--- config.mk ---
export PLATFORM = sky130hd
export DESIGN_NAME = clkwd_supervisor
export DESIGN_NICKNAME = d
export VERILOG_FILES = /design/src/rtl/clkwd_pkg.sv /design/src/rtl/clkwd_datapath.sv /design/src/rtl/clkwd_control.sv /design/src/rtl/clkwd_supervisor.sv
export SDC_FILE = /design/constraint.sdc
export NUM_CORES = 1
export LEC_CHECK = 0
export BUFFER_PORTS_ARGS = -buffer_cell sky130_fd_sc_hd__buf_4
export CELL_PAD_IN_SITES_DETAIL_PLACEMENT = 1
export CELL_PAD_IN_SITES_GLOBAL_PLACEMENT = 1
export CORE_AREA = 2 2 72 74
export CTS_BUF_LIST = sky130_fd_sc_hd__clkbuf_2 sky130_fd_sc_hd__clkbuf_4 sky130_fd_sc_hd__clkbuf_8
export DETAILED_ROUTE_END_ITERATION = 6
export DIE_AREA = 0 0 74 76
export MAX_ROUTING_LAYER = met4
export PLACE_DENSITY_LB_ADDON = 0.15
export SETUP_SLACK_MARGIN = 0.1
export SYNTH_ARGS = -nofsm -noshare
export SYNTH_HDL_FRONTEND = slang
export SYNTH_SLANG_ARGS = --single-unit
--- constraint.sdc ---
create_clock -name clk -period 2.3 [get_ports clk]
set_clock_uncertainty 0.2 [all_clocks]
set_input_delay 0.115 -clock clk [delete_from_list [all_inputs] [get_ports clk]]
set_output_delay 0.115 -clock clk [all_outputs]
set_load 0.02 [all_outputs]
--- src/rtl/clkwd_pkg.sv ---
`timescale 1ns/1ps
package clkwd_pkg;

  // Strobes from control to datapath
  typedef struct packed {
    logic clrWd;       // restart the watchdog count
    logic startDelay;  // zero the release-delay counter
    logic runDelay;    // let the release-delay counter advance on ticks
  } supCtl_t;

  // Status from datapath to control
  typedef struct packed {
    logic refEdge;        // synchronized rising edge of the reference strobe
    logic shortInterval;  // fewer than threshold ticks since the previous edge
    logic wdExpired;      // window limit reached on this tick
    logic delayDone;      // release delay fully counted
  } supStat_t;

  typedef enum logic [1:0] {
    MON_OK    = 2'd0,
    MON_FAULT = 2'd1,
    MON_HOLD  = 2'd2
  } monState_t;

endpackage

--- src/rtl/clkwd_datapath.sv ---
`timescale 1ns/1ps
module clkwd_datapath
  import clkwd_pkg::*;
#(
  parameter int DIV           = 10,
  parameter int WIN_BASE_LOG2 = 13,
  parameter int SEL_W         = 2,
  parameter int MON_THRESH    = 8,
  parameter int RELEASE_DLY   = 24,
  parameter int SYNC_STAGES   = 2
) (
  input  logic             clk,
  input  logic             rstN,
  input  logic             refTick,
  input  logic [SEL_W-1:0] winSelQ,
  input  supCtl_t          ctl,
  output supStat_t         stat,
  output logic             tick
);

  localparam int DIV_W = (DIV > 1) ? $clog2(DIV) : 1;
  localparam int WD_W  = WIN_BASE_LOG2 + (1 << SEL_W) - 1;
  localparam int IV_W  = $clog2(MON_THRESH + 1);
  localparam int DL_W  = $clog2(RELEASE_DLY + 1);
  localparam logic [SEL_W-1:0] MAX_CODE = '1;
  localparam logic [WD_W-1:0]  ALL_ONES = '1;

  // ---------------- instruction tick divider ----------------
  logic [DIV_W-1:0] divCnt;
  logic             tickQ;

  always_ff @(posedge clk or negedge rstN) begin
    if (!rstN) begin
      divCnt <= '0;
      tickQ  <= 1'b0;
    end else begin
      tickQ  <= (divCnt == DIV_W'(DIV - 1));
      divCnt <= (divCnt == DIV_W'(DIV - 1)) ? '0 : divCnt + 1'b1;
    end
  end

  assign tick = tickQ;

  // ---------------- reference synchronizer and edge detect ----------------
  logic refSync;
  logic refPrev;

  generate
    if (SYNC_STAGES <= 1) begin : g_sync1
      logic refMeta;
      always_ff @(posedge clk or negedge rstN) begin
        if (!rstN) refMeta <= 1'b0;
        else       refMeta <= refTick;
      end
      assign refSync = refMeta;
    end else begin : g_syncN
      logic [SYNC_STAGES-1:0] refPipe;
      always_ff @(posedge clk or negedge rstN) begin
        if (!rstN) refPipe <= '0;
        else       refPipe <= {refPipe[SYNC_STAGES-2:0], refTick};
      end
      assign refSync = refPipe[SYNC_STAGES-1];
    end
  endgenerate

  always_ff @(posedge clk or negedge rstN) begin
    if (!rstN) refPrev <= 1'b0;
    else       refPrev <= refSync;
  end

  assign stat.refEdge = refSync & ~refPrev;

  // ---------------- watchdog counter ----------------
  logic [WD_W-1:0] wdCnt;
  logic [WD_W-1:0] wdLimitM1;

  assign wdLimitM1      = ALL_ONES >> (MAX_CODE - winSelQ);
  assign stat.wdExpired = tickQ && (wdCnt == wdLimitM1);

  always_ff @(posedge clk or negedge rstN) begin
    if (!rstN)         wdCnt <= '0;
    else if (ctl.clrWd) wdCnt <= '0;
    else if (tickQ)    wdCnt <= wdCnt + 1'b1;
  end

  // ---------------- monitor interval counter (saturating) ----------------
  logic [IV_W-1:0] ivCnt;

  always_ff @(posedge clk or negedge rstN) begin
    if (!rstN)                                      ivCnt <= '0;
    else if (stat.refEdge)                          ivCnt <= '0;
    else if (tickQ && (ivCnt != IV_W'(MON_THRESH))) ivCnt <= ivCnt + 1'b1;
  end

  assign stat.shortInterval = (ivCnt < IV_W'(MON_THRESH));

  // ---------------- release delay counter ----------------
  logic [DL_W-1:0] dlyCnt;

  assign stat.delayDone = (dlyCnt == DL_W'(RELEASE_DLY));

  always_ff @(posedge clk or negedge rstN) begin
    if (!rstN)                                      dlyCnt <= '0;
    else if (ctl.startDelay)                        dlyCnt <= '0;
    else if (ctl.runDelay && tickQ && !stat.delayDone) dlyCnt <= dlyCnt + 1'b1;
  end

endmodule

--- src/rtl/clkwd_control.sv ---
`timescale 1ns/1ps
module clkwd_control
  import clkwd_pkg::*;
#(
  parameter int SEL_W = 2
) (
  input  logic             clk,
  input  logic             rstN,
  input  logic             serviceStb,
  input  logic [SEL_W-1:0] winSel,
  input  logic             monEn,
  input  supStat_t         stat,
  output supCtl_t          ctl,
  output logic [SEL_W-1:0] winSelQ,
  output logic             monEnQ,
  output logic             wdFault,
  output logic             monActive
);

  monState_t monState;
  monState_t monNext;
  logic      monArmed;
  logic      startDelay;

  // Configuration captured on service; armed at maximum out of reset
  always_ff @(posedge clk or negedge rstN) begin
    if (!rstN) begin
      winSelQ <= '1;
      monEnQ  <= 1'b1;
    end else if (serviceStb) begin
      winSelQ <= winSel;
      monEnQ  <= monEn;
    end
  end

  // Watchdog fault: sticky until reset
  always_ff @(posedge clk or negedge rstN) begin
    if (!rstN)               wdFault <= 1'b0;
    else if (stat.wdExpired) wdFault <= 1'b1;
  end

  // First reference edge after reset opens the first measured interval
  always_ff @(posedge clk or negedge rstN) begin
    if (!rstN)             monArmed <= 1'b0;
    else if (stat.refEdge) monArmed <= 1'b1;
  end

  always_comb begin
    monNext    = monState;
    startDelay = 1'b0;
    if (!monEnQ) begin
      monNext = MON_OK;
    end else if (stat.refEdge && monArmed && stat.shortInterval) begin
      monNext = MON_FAULT;
    end else begin
      unique case (monState)
        MON_FAULT: begin
          if (stat.refEdge && monArmed) begin
            monNext    = MON_HOLD;
            startDelay = 1'b1;
          end
        end
        MON_HOLD: begin
          if (stat.delayDone) monNext = MON_OK;
        end
        default: monNext = monState;
      endcase
    end
  end

  always_ff @(posedge clk or negedge rstN) begin
    if (!rstN) monState <= MON_OK;
    else       monState <= monNext;
  end

  assign ctl.clrWd      = serviceStb;
  assign ctl.startDelay = startDelay;
  assign ctl.runDelay   = (monState == MON_HOLD);
  assign monActive      = (monState != MON_OK);

endmodule

--- src/rtl/clkwd_supervisor.sv ---
`timescale 1ns/1ps
module clkwd_supervisor
  import clkwd_pkg::*;
#(
  parameter int DIV           = 10,
  parameter int WIN_BASE_LOG2 = 13,
  parameter int SEL_W         = 2,
  parameter int MON_THRESH    = 8,
  parameter int RELEASE_DLY   = 24,
  parameter int SYNC_STAGES   = 2
) (
  input  logic             clk,
  input  logic             rstN,
  input  logic             serviceStb,
  input  logic [SEL_W-1:0] winSel,
  input  logic             monEn,
  input  logic             refTick,
  output logic             errOut,
  output logic             errOe
);

  supCtl_t          ctl;
  supStat_t         stat;
  logic [SEL_W-1:0] winSelQ;
  logic             monEnQ;
  logic             wdFault;
  logic             monActive;
  logic             tick;

  clkwd_datapath #(
    .DIV(DIV), .WIN_BASE_LOG2(WIN_BASE_LOG2), .SEL_W(SEL_W),
    .MON_THRESH(MON_THRESH), .RELEASE_DLY(RELEASE_DLY), .SYNC_STAGES(SYNC_STAGES)
  ) u_dp (
    .clk(clk), .rstN(rstN), .refTick(refTick), .winSelQ(winSelQ),
    .ctl(ctl), .stat(stat), .tick(tick)
  );

  clkwd_control #(.SEL_W(SEL_W)) u_ctl (
    .clk(clk), .rstN(rstN), .serviceStb(serviceStb), .winSel(winSel),
    .monEn(monEn), .stat(stat), .ctl(ctl), .winSelQ(winSelQ),
    .monEnQ(monEnQ), .wdFault(wdFault), .monActive(monActive)
  );

  assign errOut = 1'b0;
  assign errOe  = wdFault | monActive;

endmodule

Yosys cells after proc, flatten, opt, wreduce, memory -nomap -nowiden
Cells that the tools add are included.
Storage, ports and cells
  output and inout bits: 2
  bits of input ports: 7
  register bits: 40
  word-level logic and storage cells: 59
Operators by class
  $add $sub $neg: 5
  reductions and logical operators: 12
  eq/ne operators: 9
  muxes and demuxes: 16
  order comparisons: 1
  bitwise operators: 3
  shift operators: 1
Operators with widths (number)
  16-bit 2-to-1 mux: 2
  16-bit by 1-bit adder with 16-bit output, second input constant: 1
  16-bit == test: 1
  4-bit != test, second input constant: 4
  16-bit by 2-bit right shift with 16-bit output, first input constant: 1
  4-bit 2-to-1 mux: 3
  5-bit 2-to-1 mux: 2
  4-bit by 1-bit adder with 4-bit output, second input constant: 2
  2-bit 2-to-1 mux: 4
  2-bit nonzero test: 4
  1-bit logical AND: 6
  5-bit by 1-bit adder with 5-bit output, second input constant: 1
  5-bit == test, second input constant: 1
  4-bit == test, second input constant: 1
  4-bit less-than comparator, second input constant: 1
  1-bit 2-to-1 mux: 4
  2-bit case mux with 2 select lines: 1
  3-bit AND reduction: 1
  2-bit by 1-bit == test with 1-bit output, second input constant: 1
  2-bit == test, second input constant: 1
  2-bit subtractor, first input constant: 1
  1-bit bitwise AND: 1
  1-bit logical NOT: 1
  1-bit inverter: 1
  1-bit OR: 1

Logic depth before layout (Yosys ltp)
Gate-level depths: netlist (run 1).
  depth in word-level cells: 8
  mapped depth: 6
  mapped depth without buffers: 6

Cells and area by module
Synthesis (run 1) repeated with hierarchy kept, for this count alone.
Unflattened totals
  cells, all modules: 183
  area, all modules: 1924.3 um^2
By module, submodules not included
  clkwd_datapath: times used 1, sequential area each 825.8 um^2, area an instance 1585.3 um^2, cells each 156
  clkwd_control: times used 1, sequential area each 178.9 um^2, area an instance 321.6 um^2, cells each 24
  clkwd_supervisor: times used 1, sequential area each 0.0 um^2, area an instance 17.5 um^2, cells each 3

Least setup slack after synthesis (run 1)
No wires, ideal clock.
  kind: register -> register
  start: reg u_dp.wdCnt[3]
  end: reg u_dp.wdCnt[15]
  data arrival time: 1618 ps
  period minus slack after synthesis: 1897 ps
  required time: 2021 ps
  cell stages (with the launch flop): 5
  path slack: 403 ps
  library setup time: 79 ps
  cell sequence: dfrtp_1 nand4_4 or4_4 or3_1 a21oi_1
On the way
  longest elaborated chain between the ends: 3
Ends and longest elaborated chain
  start, declared: RTL line clkwd_datapath.sv:74  | logic [WD_W-1:0] wdCnt;
  start signal, assigned: RTL line clkwd_datapath.sv:83  | else if (tickQ) wdCnt <= wdCnt + 1'b1;
  16-bit by 1-bit adder with 16-bit output: RTL line clkwd_datapath.sv:83
  16-bit 2-to-1 mux: RTL line clkwd_datapath.sv:83
  16-bit 2-to-1 mux: RTL line clkwd_datapath.sv:82  | else if (ctl.clrWd) wdCnt <= '0;
Every way passes these cells. The select of a mux whose other input is x is not followed.
A chain may end at the register's enable or synchronous reset.

Final worst setup path (run 1)
Same ends and word-level chain as after synthesis.

==> results.md, run 1 <==
- Critical path startpoint: u_dp.wdCnt[3]$_DFFE_PN0P_
- Final WL: about 3.8 mm
- Final Hold Fails: 0
- Worst path required time: 2310 ps
- Fin Hold WS: roughly 150 ps
- Ant diodes: 0
- Crit. End Element: flop
- Starting density of the core: 0.384
- Final min period: around 2000 ps
- Dominant cells by area after synthesis: dfrtp_1 (49%), xor2_1 (5.1%), nor2_1 (4.4%)
- Largest net degree at the start of global routing: 41
- Slew Limit Fails: 0
- Most frequent cells after synthesis: dfrtp_1 (37), nor2_1 (22), nand2_1 (14)
- CP max FO: 10
- Pint: 0.000991 W
- Die area: about 0.0056 mm^2
- HP Class: in2async
- Most frequent cell after synthesis: dfrtp_1
- # fillers: between 500 and 600
- Synth Instances: 177
- Measured slew at the worst slew-check pin: between 500 and 600 ps
- DP Area: roughly 0.002 mm^2
- Clock Latency Late Sink: between 200 and 300 ps
- Outcome: finished clean
- CP startpoint kind: flop
- Cell area after synthesis: between 0.0015 and 0.002 mm^2
- Num ports: 9
- CTS tree: done
- Post-detail-place hpwl: 2.72 mm
- Crit Reg-Reg Startpoint: u_dp.wdCnt[3]$_DFFE_PN0P_
- DR WL/cell: 14.3 um
- Synth top area share: 0.491
- Syn. warnings: 0
- Worst slack, placed: about 290 ps
- Peak VDD IR: between 0.3 and 0.4 mV
- DRC Markers: 0
- Combinational share of power: 0.060
- Post-synthesis sequential area ratio: 0.532
- Overall Global Routing Usage: 0.154
- Net Sw Frac: 0.223
- Worst setup margin: between 200 and 300 ps
- Die W: between 70 and 80 um
- Post-synth ARST share: 1.00
- Root buffer cell: clkbuf_8
- Std-Cell Rows: 26
- Post-synthesis cell type count: 44
- Clock Power Share: 0.367
- Dominant cell type by area after synthesis: dfrtp_1
- Clock tree buffer depth: 2
- Vias per cell: about 5.1
- Maxcap violations: 0
- Vias: approximately 1.4k
- Core area: slightly below 0.005 mm^2
- Worst Setup Path Type: reg2reg
- RSZ-0062 raised after global routing: false
- Post-route cell area: approximately 0.0022 mm^2
- Number of global-route vias before repair: ~1.4k
- Avg Cell Area, Syn: roughly 11 um^2
- Synth Register Bits: 40
- Final RePlAce weighted congestion: between 0.7 and 0.8
- Power density cells: about 590 mW/mm^2
- Antenna-violating nets left: 0
- Leakage: a little under 1 nW
- First DRT Iteration DRCs: 45
- Slew margin rel.: 0.603
- Htree depth: 2
- # setup viols final: 0
- Clock sinks: 40
- Number of port buffers: 7
- Post-Syn Nets: 189
- Fin nets: around 210
- Overall power: 0.00128 W
- Achievable Freq: just under 500 MHz
- Drt first pass iters: 4
- Initial antenna violation count: 0
- Layout cells sized above 1: 0.153
- Die span in y: between 70 and 80 um
- CP arrival: 2040 ps
- Sequential share of power: 0.573
- Total gr overflow: 0
- Top FF cell, synth: dfrtp_1
- Synth-to-layout area growth: 15.1%
- EDFF count, synth: 0
- Final worst-path cycle share: 0.880
- First-pass GRT wire length: about 6.6 mm
- Cts bufs inserted: 5
- Clock transition at path regs: approximately 70 ps
- Setup tns final: 0 ps
- Net switching power: ~0.00029 W
per-stage QoR:
step	cells	util
6_report	266	0.442
2_1_floorplan	177	-
5_1_grt	266	0.442
3_5_place_dp	252	0.412
4_1_cts	266	0.442
3_3_place_gp	252	0.412
placed cells by master, fill, tap and decap left out, types with 2 or more instances in the layout:
cell	synthesis	layout
dfrtp_1	37	37
nor2_1	22	22
nand2_1	14	14
xor2_1	11	11
buf_4	1	9
xnor2_1	8	8
inv_1	7	7
o21ai_0	7	7
nand3_1	7	7
dlygate4sd3_1	0	6
nor3_1	5	5
a21oi_1	5	5
ha_1	5	5
clkbuf_8	0	5
mux2i_1	3	3
or3_1	3	3
mux2_2	3	3
nand4_1	3	3
dfstp_2	3	3
a22o_1	2	2
o2111ai_1	2	2
o211ai_1	2	2
a31oi_1	2	2
or2_2	2	2
clkbuf_4	0	2
power by group through the flow:
stage	Combinational [W]	Sequential [W]	Clock (W)
3_3_place_gp	0.0000676	0.000744	0
6_report	0.0000765	0.000731	0.000469
3_5_place_dp	0.0000705	0.000745	0
2_1_floorplan	0.0000376	0.000742	0
4_1_cts	0.0000789	0.000731	0.000495
5_1_grt	0.0000868	0.000733	0.000521
final timing paths:
| kind | slack (ps) | endpoint | cells past startpoint |
|---|---|---|---|
| min | 150 | u_dp.wdCnt[14]$_DFFE_PN0P_ | 2 |
| min in group clk | 150 | u_dp.g_syncN.refPipe[1]$_DFF_PN0_ | 0 |
| max | 280 | u_dp.wdCnt[15]$_DFFE_PN0P_ | 4 |
| max in group asynchronous | 1380 | u_ctl.monEnQ$_DFFE_PN1P_ | 2 |
| max reg2reg | 280 | u_dp.wdCnt[15]$_DFFE_PN0P_ | 4 |
| min reg2reg | 150 | u_dp.g_syncN.refPipe[1]$_DFF_PN0_ | 0 |
flip-flops by register name, summed over array words and instances (netlist names), 2 cells and up:
name	flops
u_dp.g_syncN.refPipe	2
u_dp.dlyCnt	5
u_ctl.winSelQ	2
u_ctl.monState	2
u_dp.wdCnt	16
u_dp.divCnt	4
u_dp.ivCnt	4
worst max-delay path, stage by stage (launching register included):
cell and delay (ps):
dfrtp_1 470, nand4_4 190, or4_4 580, or3_1 350
a21oi_1 160
layout make-up:
cell class	instances	area [um^2]	area share
clock buffers	7	83.8	0.0386
clock inverters	1	5.00	0.00230
inverters	7	26.3	0.0121
multi-input cells	126	837	0.385
flip-flops and latches	40	1000	0.463
well taps	70	87.6	0.0403
repair buffers	15	128	0.0588
layer usage:
layer	up-vias	routed length, um	part of all wire	GRT usage
met2	18	1890	0.50	0.242
met1	679	1740	0.46	0.190
met3	8	108	0.028	0.0410
met5	-	0	0	-
met4	0	69	0.018	0.0564
li1	657	-	-	-
logic make-up (layout without fill, tap and decap cells):
family / after synthesis / in the layout / share of synthesized area
mux: 6 / 6 / 0.0338
fa+ha+maj: 5 / 5 / 0.0332
xor+xnor: 19 / 19 / 0.0882
other cells: 1 / 1 / 0.00199
buf+inv: 11 / 30 / 0.0239
compound gates: 27 / 27 / 0.0981
flops: 40 / 40 / 0.532
simple gates: 68 / 68 / 0.188
what timing repair did:
item                                   4_1_cts  5_1_grt
endpoints found under the hold margin       58        0
setup buffers                                0        0
resized for setup                            0        0
hold buffers                                 6        0
(Power assumes the default switching activity.)
==> run 2: changes to the inputs <==
==> constraint.sdc (replaced) <==
create_clock -name clk -period 2.3 [get_ports clk]
set_clock_uncertainty 0.2 [all_clocks]
set_input_delay 0.46 -clock clk [delete_from_list [all_inputs] [get_ports clk]]
set_output_delay 0.46 -clock clk [all_outputs]
set_load 0.02 [all_outputs]
==> results.md, run 2 (synthesis results as in run 1) <==
- Outcome: finished clean
- Clock tree buffer depth: 2 (unchanged)
- First-pass GRT wire length: 6.93 mm (+5.6%)
- CTS tree: done
- Num ports: 9 (unchanged)
- Met2 usage: 0.251 (+0.00893)
- CP startpoint kind: flop
- Largest stage delay, worst path: 580 ps (about the same)
- Layout cells sized above 1: 0.161 (+0.00840)
- Drt first pass iters: 4 (unchanged)
- Number of port buffers: 7 (unchanged)
- Slew Limit Fails: 0 (unchanged)
- Vias per cell: 5.14 (+0.41%)
- Die span in y: 76 um (unchanged)
- Ant diodes: 0 (unchanged)
- Leakage: 0.955 nW (-1.1%)
- Crit. End Element: flop
- Post-CTS Setup Bufs: 0 (unchanged)
- # setup viols final: 0 (unchanged)
- Max reg flops: 16 (unchanged)
- DRC Markers: 0 (unchanged)
- Worst path required time: 2320 ps (about the same)
- Synth-to-layout area growth: 14.3%
- Post-detail-place hpwl: 2.80 mm (+2.9%)
- Most frequent cells in the layout: dfrtp_1 (37), nor2_1 (22), nand2_1 (14), xor2_1 (11), buf_4 (10)
- HP Class: in2reg
- Clock sinks: 40 (unchanged)
- Vias: 1347 (-1.1%)
- # fillers: 563 (+2.4%)
- Grt met1 use: 0.209 (+0.0193)
- Slowest cell on the critical path: or4_4
- Bufs and invs on worst path: 0 (unchanged)
- Antenna-violating nets left: 0 (unchanged)
- Std-Cell Rows: 26 (unchanged)
- Final Hold Fails: 0 (unchanged)
- Crit Reg-Reg Startpoint: u_dp.wdCnt[3]$_DFFE_PN0P_
- Die area: 0.00562 mm^2 (unchanged)
- Final WL: 3.90 mm (+2.5%)
- Peak VDD IR: 0.225 mV (-30%)
- Final min period: 2020 ps (-6.02 ps)
- Htree depth: 2 (unchanged)
- Clock Latency Late Sink: 290 ps (about the same)
- Overall power: 0.00139 W (+9.1%)
- Hold Path Origin: refTick
- DR WL/cell: 14.9 um (+4.1%)
- Met3 GRT Util: 0.0437 (+0.00265)
- Measured slew at the worst slew-check pin: 543 ps (-47.4 ps)
- Maxcap violations: 0 (unchanged)
- Cts bufs inserted: 5 (unchanged)
- Register area: 0.00100 mm^2 (unchanged)
- CP max FO: 10 (unchanged)
- CP arrival: 2040 ps (about the same)
- CTS-repair resized insts: 0 (unchanged)
- Total gr overflow: 0 (unchanged)
- Number of global-route vias before repair: 1460 (+3.7%)
- Reg with most FFs: u_dp.wdCnt
- Die W: 74 um (unchanged)
- Global routing's busiest layer: met2
- Worst Setup Path Type: reg2reg
- CP top delay family: simple AND/OR/NAND/NOR gates
- Fin nets: 203 (-1.9%)
- Commonest non-fill, non-tap cell in the layout: dfrtp_1
- Largest regs: u_dp.wdCnt x16, u_dp.dlyCnt x5
- Critical path startpoint: u_dp.wdCnt[3]$_DFFE_PN0P_
- Worst-path cell chain: nand4_4 > or4_4 > or3_1 > a21oi_1
- Achievable Freq: 496 MHz (+0.30%)
- Final worst-path cycle share: 0.877 (-0.00262)
- Root buffer cell: clkbuf_8
- Core area: 0.00491 mm^2 (unchanged)
- Multi-input logic area: 837 um^2 (unchanged)
- Clock transition at path regs: 90 ps (+20 ps)
- Overall Global Routing Usage: 0.164 (+0.00937)
- Largest net degree at the start of global routing: 41 (unchanged)
- RSZ-0062 raised after global routing: false
- Power density cells: 646 mW/mm^2 (+9.9%)
- Slew margin rel.: 0.635 (+0.0318)
- Starting density of the core: 0.384 (unchanged)
- Setup tns final: 0 ps (unchanged)
- # hold bufs at CTS: 1 (-5)
- First DRT Iteration DRCs: 38 (-16%)
- Initial antenna violation count: 0 (unchanged)
- Final RePlAce weighted congestion: 0.799 (+1.0%)
## run 2: changes by cell type in the layout (fill, tap and decap cells not counted)
| cell | before | now |
|---|---|---|
| inv_6 | 0 | 1 |
| clkinv_2 | 1 | 0 |
| buf_4 | 9 | 10 |
| bufinv_16 | 0 | 1 |
| clkbuf_4 | 2 | 0 |
| clkinvlp_4 | 0 | 1 |
| dlygate4sd3_1 | 6 | 1 |
## run 2: where the power goes
group	leakage, nW	switching [W]	internal (W)
combinational	0.374	0.0000400	0.0000307
clock	0.0548	0.000263	0.000327
sequential	0.526	0.0000118	0.000719
## run 2: area by class of cell
cell class / count / share of cell area
Tap cell: 70 / 0.0406
Timing Repair Buffer: 11 / 0.0395
Inverter: 7 / 0.0122
Multi-Input combinational cell: 126 / 0.388
Clock inverter: 3 / 0.0215
Sequential cell: 40 / 0.466
Clock buffer: 5 / 0.0319
## run 2: through the flow
stage	cell area [um^2]	instances	setup WS (ps)	hold WS, ps	util
final	2160	262	282	67.0	0.439
after global routing	2160	262	192	39.0	0.439
after CTS	2160	262	261	52.8	0.439
after detailed placement	2030	253	285	137	0.413
after global placement	2030	253	331	137	0.413
after floorplan	1890	177	403	-35.6	-
## run 2: worst paths after layout
check | end | slack (ps) | depth (start not counted)
worst min register to register | u_dp.g_syncN.refPipe[1]$_DFF_PN0_ | 160 | 0
min in group asynchronous | u_ctl.monState[0]$_DFFE_PN0P_ | 470 | 2
worst min-delay path | u_dp.g_syncN.refPipe[0]$_DFF_PN0_ | 70 | 1
max in group asynchronous | u_ctl.monEnQ$_DFFE_PN1P_ | 1050 | 2
worst max register to register | u_dp.wdCnt[15]$_DFFE_PN0P_ | 280 | 4
worst max-delay path | u_dp.wdCnt[15]$_DFFE_PN0P_ | 280 | 4
## run 2: routing by layer
layer / vias to the layer above / wire length, um
li1: 641 / -
met1: 689 / 1750
met2: 15 / 2020
met3: 2 / 96
met4: 0 / 29
met5: - / 0
## run 2: worst reg2reg max path, stage by stage (launching register included)
cell and delay [ps]:
dfrtp_1 470, nand4_4 200, or4_4 590, or3_1 360, a21oi_1 140
